`src/rtl/rxm_pkg.sv`:
```
// Shared types for the lock and error monitor.
// Assumes: codes rise with priority; no-lock is the largest code.
package rxm_pkg;

    typedef enum logic [1:0] {
        ST_HUNT  = 2'd0,
        ST_ARM   = 2'd1,
        ST_LOCK  = 2'd2
    } lock_st_t;

    typedef struct packed {
        logic coding;
        logic parity;
        logic slip;
        logic crc;
        logic valid;
    } err_flags_t;

    localparam logic [2:0] CODE_NONE   = 3'd0;
    localparam logic [2:0] CODE_VALID  = 3'd1;
    localparam logic [2:0] CODE_CRC    = 3'd2;
    localparam logic [2:0] CODE_SLIP   = 3'd3;
    localparam logic [2:0] CODE_PARITY = 3'd4;
    localparam logic [2:0] CODE_CODING = 3'd5;
    localparam logic [2:0] CODE_NOLOCK = 3'd6;

endpackage

```
`src/rtl/rxm_pre_timer.sv`:
```
// Frame timer. Counts system clocks since the last preamble of either
// kind and pulses expire_o when FRAME_TMO clocks pass without one.
// After each expiry it restarts.
// Assumes: FRAME_TMO >= 2 and strobes last one clock.
module rxm_pre_timer #(
    parameter int FRAME_TMO = 192
) (
    input  logic clk,
    input  logic rst_n,
    input  logic pre_i,
    output logic expire_o
);
    localparam int TMR_W = $clog2(FRAME_TMO + 1);
    localparam logic [TMR_W-1:0] TMR_LAST = TMR_W'(FRAME_TMO - 1);

    logic [TMR_W-1:0] tmr_q;

    // Expiry when the last count is reached and no preamble rescues it
    assign expire_o = !pre_i && (tmr_q == TMR_LAST);

    // Count clocks, restarting on a preamble or on expiry
    always_ff @(posedge clk) begin
        if (!rst_n) begin
            tmr_q <= '0;
        end else if (pre_i || expire_o) begin
            tmr_q <= '0;
        end else begin
            tmr_q <= tmr_q + 1'b1;
        end
    end

    AST_TMR_BOUND: assert property (@(posedge clk) disable iff (!rst_n)
        tmr_q <= TMR_LAST);
    AST_TMR_RESTART: assert property (@(posedge clk) disable iff (!rst_n)
        pre_i |=> (tmr_q == '0));

endmodule

```
`src/rtl/rxm_lock_fsm.sv`:
```
// Lock state machine.
// Acquiring: counts frame preambles, and a block preamble restarts the count.
// After ACQ_FRAMES frames it waits for a block preamble and then locks.
// A timer expiry while unlocked restarts acquisition.
// While locked, MISS_LIMIT consecutive timer expiries drop the lock.
// Assumes: a simultaneous block and frame strobe counts as a block.
module rxm_lock_fsm
    import rxm_pkg::*;
#(
    parameter int ACQ_FRAMES = 3,
    parameter int MISS_LIMIT = 4
) (
    input  logic clk,
    input  logic rst_n,
    input  logic frm_pre_i,
    input  logic blk_pre_i,
    input  logic expire_i,
    output logic locked_o
);
    localparam int ACQ_W  = $clog2(ACQ_FRAMES + 1);
    localparam int MISS_W = $clog2(MISS_LIMIT + 1);
    localparam logic [ACQ_W-1:0]  ACQ_LAST  = ACQ_W'(ACQ_FRAMES - 1);
    localparam logic [MISS_W-1:0] MISS_LAST = MISS_W'(MISS_LIMIT - 1);

    lock_st_t          st_q, st_d;
    logic [ACQ_W-1:0]  acq_q, acq_d;
    logic [MISS_W-1:0] miss_q, miss_d;

    // Next-state logic for acquisition, lock hold and lock loss
    always_comb begin
        st_d   = st_q;
        acq_d  = acq_q;
        miss_d = miss_q;
        unique case (st_q)
            ST_HUNT: begin
                if (blk_pre_i) begin
                    acq_d = '0;
                end else if (frm_pre_i) begin
                    if (acq_q == ACQ_LAST) begin
                        st_d  = ST_ARM;
                        acq_d = '0;
                    end else begin
                        acq_d = acq_q + 1'b1;
                    end
                end else if (expire_i) begin
                    acq_d = '0;
                end
            end
            ST_ARM: begin
                if (blk_pre_i) begin
                    st_d   = ST_LOCK;
                    miss_d = '0;
                end else if (!frm_pre_i && expire_i) begin
                    st_d  = ST_HUNT;
                    acq_d = '0;
                end
            end
            ST_LOCK: begin
                if (frm_pre_i || blk_pre_i) begin
                    miss_d = '0;
                end else if (expire_i) begin
                    if (miss_q == MISS_LAST) begin
                        st_d   = ST_HUNT;
                        acq_d  = '0;
                        miss_d = '0;
                    end else begin
                        miss_d = miss_q + 1'b1;
                    end
                end
            end
            default: begin
                st_d   = ST_HUNT;
                acq_d  = '0;
                miss_d = '0;
            end
        endcase
    end

    // State registers
    always_ff @(posedge clk) begin
        if (!rst_n) begin
            st_q   <= ST_HUNT;
            acq_q  <= '0;
            miss_q <= '0;
        end else begin
            st_q   <= st_d;
            acq_q  <= acq_d;
            miss_q <= miss_d;
        end
    end

    assign locked_o = (st_q == ST_LOCK);

    AST_LOCK_VIA_BLOCK: assert property (@(posedge clk) disable iff (!rst_n)
        $rose(locked_o) |-> $past(blk_pre_i));
    AST_DROP_ON_MISSES: assert property (@(posedge clk) disable iff (!rst_n)
        (locked_o && expire_i && (miss_q == MISS_LAST)) |=> !locked_o);
    AST_HOLD_ON_PRE: assert property (@(posedge clk) disable iff (!rst_n)
        (locked_o && (frm_pre_i || blk_pre_i)) |=> locked_o);

endmodule

```
`src/rtl/rxm_err_flags.sv`:
```
// Sticky error flags. Each flag is set by its event and held until a
// clear. An event sampled in the same clock as the clear still sets
// its flag.
// Assumes: sf_data_i is valid while sf_end_i is high.
module rxm_err_flags
    import rxm_pkg::*;
#(
    parameter int SF_BITS = 28,
    parameter int VLD_POS = 24
) (
    input  logic               clk,
    input  logic               rst_n,
    input  logic               sf_end_i,
    input  logic [SF_BITS-1:0] sf_data_i,
    input  logic               bp_viol_i,
    input  logic               slip_i,
    input  logic               port_slave_i,
    input  logic               crc_fail_i,
    input  logic               clr_i,
    output err_flags_t         flags_o
);
    err_flags_t ev, held;

    // Collect this clock's events
    always_comb begin
        ev.coding = bp_viol_i;
        ev.parity = sf_end_i && (^sf_data_i);
        ev.slip   = slip_i && port_slave_i;
        ev.crc    = crc_fail_i;
        ev.valid  = sf_end_i && sf_data_i[VLD_POS];
    end

    // Keep the old flags unless a clear is requested
    assign held = clr_i ? '0 : flags_o;

    // Flag register: held value merged with new events
    always_ff @(posedge clk) begin
        if (!rst_n) begin
            flags_o <= '0;
        end else begin
            flags_o <= held | ev;
        end
    end

    AST_PARITY_SET: assert property (@(posedge clk) disable iff (!rst_n)
        (sf_end_i && (^sf_data_i)) |=> flags_o.parity);
    AST_CODING_SET: assert property (@(posedge clk) disable iff (!rst_n)
        bp_viol_i |=> flags_o.coding);
    AST_SLIP_GATED: assert property (@(posedge clk) disable iff (!rst_n)
        (!port_slave_i && !clr_i) |=> (flags_o.slip == $past(flags_o.slip)));
    AST_CLEAR_EMPTIES: assert property (@(posedge clk) disable iff (!rst_n)
        (clr_i && !sf_end_i && !bp_viol_i && !slip_i && !crc_fail_i)
        |=> (flags_o == '0));

endmodule

```
`src/rtl/rxm_err_encode.sv`:
```
// Priority encoder from the lock state and the flags to the 3-bit code.
// Assumes: the code values in rxm_pkg rise with priority.
module rxm_err_encode
    import rxm_pkg::*;
(
    input  logic       locked_i,
    input  err_flags_t flags_i,
    output logic [2:0] code_o
);
    // Highest-ranked condition wins
    always_comb begin
        if (!locked_i)            code_o = CODE_NOLOCK;
        else if (flags_i.coding)  code_o = CODE_CODING;
        else if (flags_i.parity)  code_o = CODE_PARITY;
        else if (flags_i.slip)    code_o = CODE_SLIP;
        else if (flags_i.crc)     code_o = CODE_CRC;
        else if (flags_i.valid)   code_o = CODE_VALID;
        else                      code_o = CODE_NONE;
    end

endmodule

```
`src/rtl/rxm_lock_monitor.sv`:
```
// Top level of the lock and error monitor. It joins the frame timer,
// the lock state machine, the sticky flags and the code encoder.
// Assumes: all inputs are synchronous to clk and strobes last one clock.
module rxm_lock_monitor
    import rxm_pkg::*;
#(
    parameter int SF_BITS    = 28,
    parameter int VLD_POS    = 24,
    parameter int FRAME_TMO  = 192,
    parameter int ACQ_FRAMES = 3,
    parameter int MISS_LIMIT = 4
) (
    input  logic               clk,
    input  logic               rst_n,
    input  logic               frm_pre_i,
    input  logic               blk_pre_i,
    input  logic               sf_end_i,
    input  logic [SF_BITS-1:0] sf_data_i,
    input  logic               bp_viol_i,
    input  logic               slip_i,
    input  logic               port_slave_i,
    input  logic               crc_fail_i,
    input  logic               clr_err_i,
    output logic               locked_o,
    output logic [2:0]         err_code_o,
    output logic [4:0]         err_flags_o
);
    logic       any_pre;
    logic       expire;
    err_flags_t flags;

    assign any_pre = frm_pre_i || blk_pre_i;

    rxm_pre_timer #(.FRAME_TMO(FRAME_TMO)) u_timer (
        .clk      (clk),
        .rst_n    (rst_n),
        .pre_i    (any_pre),
        .expire_o (expire)
    );

    rxm_lock_fsm #(.ACQ_FRAMES(ACQ_FRAMES), .MISS_LIMIT(MISS_LIMIT)) u_fsm (
        .clk       (clk),
        .rst_n     (rst_n),
        .frm_pre_i (frm_pre_i),
        .blk_pre_i (blk_pre_i),
        .expire_i  (expire),
        .locked_o  (locked_o)
    );

    rxm_err_flags #(.SF_BITS(SF_BITS), .VLD_POS(VLD_POS)) u_flags (
        .clk          (clk),
        .rst_n        (rst_n),
        .sf_end_i     (sf_end_i),
        .sf_data_i    (sf_data_i),
        .bp_viol_i    (bp_viol_i),
        .slip_i       (slip_i),
        .port_slave_i (port_slave_i),
        .crc_fail_i   (crc_fail_i),
        .clr_i        (clr_err_i),
        .flags_o      (flags)
    );

    rxm_err_encode u_enc (
        .locked_i (locked_o),
        .flags_i  (flags),
        .code_o   (err_code_o)
    );

    assign err_flags_o = flags;

    AST_NOLOCK_WINS: assert property (@(posedge clk) disable iff (!rst_n)
        !locked_o |-> (err_code_o == CODE_NOLOCK));
    AST_CLEAR_KEEPS_LOCK: assert property (@(posedge clk) disable iff (!rst_n)
        (clr_err_i && locked_o && any_pre) |=> locked_o);

endmodule

```
`config.mk`:
```
export PLATFORM = sky130hd
export DESIGN_NAME = rxm_lock_monitor
export DESIGN_NICKNAME = d
export VERILOG_FILES = /design/src/rtl/rxm_pkg.sv /design/src/rtl/rxm_pre_timer.sv /design/src/rtl/rxm_lock_fsm.sv /design/src/rtl/rxm_err_flags.sv /design/src/rtl/rxm_err_encode.sv /design/src/rtl/rxm_lock_monitor.sv
export SDC_FILE = /design/constraint.sdc
export NUM_CORES = 1
export LEC_CHECK = 0
export ABC_AREA = 0
export BUFFER_PORTS_ARGS = -buffer_cell sky130_fd_sc_hd__buf_2
export CAP_MARGIN = 15
export CORE_AREA = 4 4 55 57
export DETAILED_ROUTE_END_ITERATION = 8
export DIE_AREA = 0 0 59 61
export PLACE_DENSITY_LB_ADDON = 0.1
export SETUP_SLACK_MARGIN = 0.4
export SYNTH_ARGS = -nofsm -noshare
export SYNTH_HDL_FRONTEND = slang
export SYNTH_SLANG_ARGS = --single-unit
export TNS_END_PERCENT = 1
```
`constraint.sdc`:
```
create_clock -name clk -period 2.3 [get_ports clk]
set_clock_uncertainty 0.2 [all_clocks]
set_input_delay 0.575 -clock clk [delete_from_list [all_inputs] [get_ports clk]]
set_output_delay 0.575 -clock clk [all_outputs]
set_load 0.01 [all_outputs]
```
After elaboration in Yosys (flattened, before gate mapping)
Cells that the tools add are included.
Widths: inputs -> output; s select.
Word-level totals
  register bits after elaboration: 20
  bits of input ports: 38
  output and inout port bits: 9
  word-level logic and storage cells: 74
Cells by class
  add/sub/neg operators: 3
  equality and inequality tests: 17
  muxes and demuxes: 27
  bitwise logic cells: 3
  reductions and logical operators: 15
Operators with widths (count)
  $reduce_xor 28->1: 1
  $mux 3: 9
  $mux 2: 13
  $ne 2x2->1 const B: 7
  $pmux 2 s3: 2
  $pmux 3 s3: 1
  $add 8x1->8 const B: 1
  $eq 8x8->1 const B: 1
  $reduce_and 7->1: 1
  $reduce_and 6->1: 1
  $logic_and 1x1->1: 5
  $mux 5: 1
  $or 5x5->5: 1
  $eq 2x2->1 const B: 2
  $ne 2x1->1 const B: 2
  $ne 4x3->1 const B: 1
  $add 3x1->3 const B: 1
  $eq 3x2->1 const B: 1
  $ne 3x2->1 const B: 1
  $ne 3x3->1 const B: 1
  $reduce_and 3->1: 1
  $add 2x1->2 const B: 1
  $eq 2x1->1 const B: 1
  $logic_not 1->1: 2
  other kinds (5): 7

Depth between registers and ports, before layout
  depth in word-level cells: 7
  gate-level depth with buffers: 7
  gate-level depth less buffers: 6

By module
From an unflattened synthesis, not the netlist that was laid out.
Unflattened totals
  cell total of the unflattened synthesis: 136
  area, all modules: 1228.7 um2
Modules (own cells, without submodules)
  rxm_err_flags: times used 1, cells an instance 42, area an instance 414.1 um2, seq. area each 100.1 um2
  rxm_lock_fsm: times used 1, cells an instance 44, area an instance 410.4 um2, seq. area each 140.1 um2
  rxm_pre_timer: times used 1, cells an instance 42, area an instance 355.3 um2, seq. area each 160.2 um2
  rxm_err_encode: times used 1, cells an instance 7, area an instance 42.5 um2, seq. area each 0.0 um2
  rxm_lock_monitor: times used 1, cells an instance 1, area an instance 6.3 um2, seq. area each 0.0 um2

Worst setup path before layout
OpenSTA, ideal clock, no wires.
  kind: input to register
  start point: input port sf_data_i[0]
  end point: register u_flags.flags_o[3] (netlist name)
  setup time: 0.069 ns
  data arrival time: 1.713 ns
  required time: 2.031 ns
  slack: 0.318 ns
  stages: 5
  path through: xnor2_1 xnor2_1 xnor3_1 xnor3_1 o21ai_1
Between the ends
  word-level cells in the longest chain between the ends: 3
Ends and longest elaborated chain
  start: declaration: RTL line rxm_lock_monitor.sv:18  | input logic [SF_BITS-1:0] sf_data_i,
  $reduce_xor 28->1: RTL line rxm_err_flags.sv:27  | ev.parity = sf_end_i && (^sf_data_i);
  $logic_and 1x1->1: RTL line rxm_err_flags.sv:27
  $or 5x5->5: RTL line rxm_err_flags.sv:41  | flags_o <= held | ev;
  end signal: assignment: RTL line rxm_err_flags.sv:41
  end: declaration: RTL line rxm_err_flags.sv:20  | output err_flags_t flags_o
Every way passes these cells.
A chain may end at the register's enable or synchronous reset.

Worst setup path in the final report
  start point: register u_fsm.st_q[1]
  end point: output port err_code_o[0]
Between the ends
  word-level cells in the longest chain between the ends: 2
Ends and longest elaborated chain
  start: declaration: RTL line rxm_lock_fsm.sv:25  | lock_st_t st_q, st_d;
  start signal: assignment: RTL line rxm_lock_fsm.sv:86  | st_q <= st_d;
  $eq 2x2->1: RTL line rxm_lock_fsm.sv:92  | assign locked_o = (st_q == ST_LOCK);
  $mux 3: RTL line rxm_err_encode.sv:12  | if (!locked_i) code_o = CODE_NOLOCK;
  end: declaration: RTL line rxm_lock_monitor.sv:25  | output logic [2:0] err_code_o,
Every way passes these cells.

==> impl_metrics.yaml <==
clocking:
  htree_levels: 1
  clkLatencyLatePin_ps: 290
  cts_tree: "built"
  cts_made_buffers: 3
  cts_root_buffer: "clkbuf_4"
  cts.clk_slew.worst_paths_ps: 110
  cts.path.max_buffers: 2
  numClockSinks: 20
synthesis:
  synth_top_area_share_pct: 35.0
  ys.flop_type: "dfxtp_1"
  synth_nets: 170
  synthTopCellsByArea: "dfxtp_1, xnor2_1, nor2b_1"
  synth.avg_cell_area_sq_um: 8.79
  synth_top_cell_by_area: "dfxtp_1"
  synth_cell_types: 31
  yosysSeqAreaShare_pct: 35.0
  synth_area_sq_um: 1140
  synth_edf_count: 0
  yosysWarnings: 0
  syn_inst: 130
  async_reset_ff_share_pct: 0
  post-synth-top-count-cell: "xnor2_1"
  ys_ff_latch: 20
  synth_common_cells: "xnor2_1, dfxtp_1, nor2_1"
worst_setup_path:
  endpoint_kind: "output pin"
  critPathSlowestCell: "dfxtp_4"
  cp.required_ps: 1520
  cp_slowest_stage_delay_ps: 360
  crit_buf_inv: 1
  cp_cell_sequence: "nor2b_4 > o21a_1 > buf_2"
  crit_fanout: 7
  start_kind: "flip-flop"
  cp_data_arrival_time_ps: 1110
  critPathKind: "reg -> out"
  path_delay_family: "flip-flops"
sta:
  fin_setup_tns_ps: 0
  worstMarginPinSlew_ps: 342
  max_slew_margin_pct: 77.0
  min_period_ps: 1890
  hold_viol_final: 0
  finalSetupViolCount: 0
  period_share_pct: 82.0
  rsz0062_at_grt: "true"
  setup_slack_ps: 415
  slew_violations: 0
  max_freq_ghz: 0.530
routing:
  wire_per_inst_microns: 11.3
  routed_wl_microns: 2380
  drtIter0Drc: 20
  ant_nets: 0
  route.detailed.drc: 0
  dr.pass1.iters: 4
  via_per_inst: 4.78
  vias: 1003
grt:
  grt_pass1_wl_microns: 4130
  antenna_found_initial: 0
  grt_util_all_layers_pct: 14.8
  grt_overflow: 0
  grt_max_degree: 16
  grt_pass1_vias: 1037
placement:
  pre_cts_ws_ps: 304
  portBuffers: 46
  placedCellCount: 204
  routabilityCongestion: 0.832
  dp_hpwl_microns: 1990
  dpl_cell_area_sq_um: 1420
outcome:
  outcome: "complete, no violations"
floorplan:
  die_area_sq_um: 3600
  fp.coreArea_sq_um: 2480
  rows: 18
  die_h_microns: 61
  start_util_pct: 46.1
  die_w_microns: 59
  io_pins: 47
power_and_ir_drop:
  ir_drop_v: 0.000381
  p_leak_nw: 0.649
  sequentialPowerShare_pct: 49.4
  netSwitchingFraction_pct: 26.3
  internal_power_mw: 0.561
  clockPowerShare_pct: 20.8
  p_per_area_nw_per_um2: 510
  p_comb_share_pct: 29.8
  p_sw_mw: 0.201
finish:
  n_antenna_cell: 0
  final_area_sq_um: 1500
  fin_nets: 222
  drive_gt1_share_pct: 35.6
  area_growth_pct: 30.9
  post-route-util_pct: 60.4
  instances_no_fill: 210
min_path:
  hp-class: "reg -> reg"
run:
  max-cap-violations: 0
## flip-flops by register name (all words and copies together) (netlist names)
register	cells
u_timer.tmr_q	8
u_flags.flags_o	5
u_fsm.miss_q	3
u_fsm.acq_q	2
u_fsm.st_q	2
## power groups by stage
| stage | registers [mW] | logic [mW] | clock network, mW |
|---|---|---|---|
| floorplan | 0.388 | 0.154 | 0 |
| global placement | 0.384 | 0.224 | 0 |
| detailed placement | 0.384 | 0.228 | 0 |
| CTS | 0.374 | 0.229 | 0.168 |
| global route | 0.379 | 0.250 | 0.185 |
| finish | 0.376 | 0.227 | 0.159 |
## cells in the final DEF, fill, tap and decap left out, types with 2 or more instances in the layout
cell,n
buf_2,46
xnor2_1,23
dfxtp_1,17
nor2_1,15
nor2b_1,9
nand2_1,8
a21oi_1,5
xor2_1,4
buf_4,4
nand3_1,3
and3_1,3
clkbuf_4,3
o21a_1,2
o21ai_0,2
nand3b_1,2
inv_1,2
a22oi_1,2
nor3_1,2
o21ai_1,2
a32oi_1,2
xnor2_2,2
xnor3_1,2
ha_1,2
dfxtp_4,2
## repair_timing
action,in CTS,in global routing
pin swaps,0,2
hold endpoints to repair,0,0
gates resized for setup,7,6
hold buffers,0,0
setup endpoints to repair,4,7
setup buffers,2,1
## cell type report
| class | count | area, sq um |
|---|---|---|
| Sequential cell | 20 | 409 |
| Clock buffer | 3 | 22.5 |
| Fill cell | 225 | 982 |
| Multi-Input combinational cell | 104 | 754 |
| Tap cell | 30 | 37.5 |
| Timing Repair Buffer | 50 | 260 |
| Inverter | 3 | 11.3 |
## per-layer routing
metal,vias up,part of all wire [%],global-route usage (%)
li1,536,-,-
met3,2,5.1,2.55
met1,443,43,17.1
met2,22,51,28.1
met5,-,0,0
met4,0,0.67,3.88
## per-stage QoR
step | hold slack, ps | power (mW)
after floorplan | 218 | 0.541
after global placement | 233 | 0.608
after detailed placement | 238 | 0.611
after CTS | 264 | 0.771
after global routing | 289 | 0.814
final | 262 | 0.762
## cell families after synthesis
family	after synthesis	share of synthesized area (%)
mux	1	0.876
fa+ha+maj	2	2.19
simple gates	51	22.9
compound gates	19	10.8
xor+xnor	31	26.2
flops	20	35.0
buf+inv	6	1.97
## worst paths after layout
path                            slack, ps                        start                           end  cells after the start
worst max-delay path                  410   u_fsm.st_q[1]$_SDFFE_PN0P_                 err_code_o[0]                      3
worst min-delay path                  260  u_timer.tmr_q[0]$_SDFF_PP0_   u_timer.tmr_q[0]$_SDFF_PP0_                      1
worst max register to register        530  u_timer.tmr_q[0]$_SDFF_PP0_  u_fsm.miss_q[0]$_SDFFE_PN0P_                      6
worst min register to register        260  u_timer.tmr_q[0]$_SDFF_PP0_   u_timer.tmr_q[0]$_SDFF_PP0_                      1
Power figures use the tool's default switching activity.
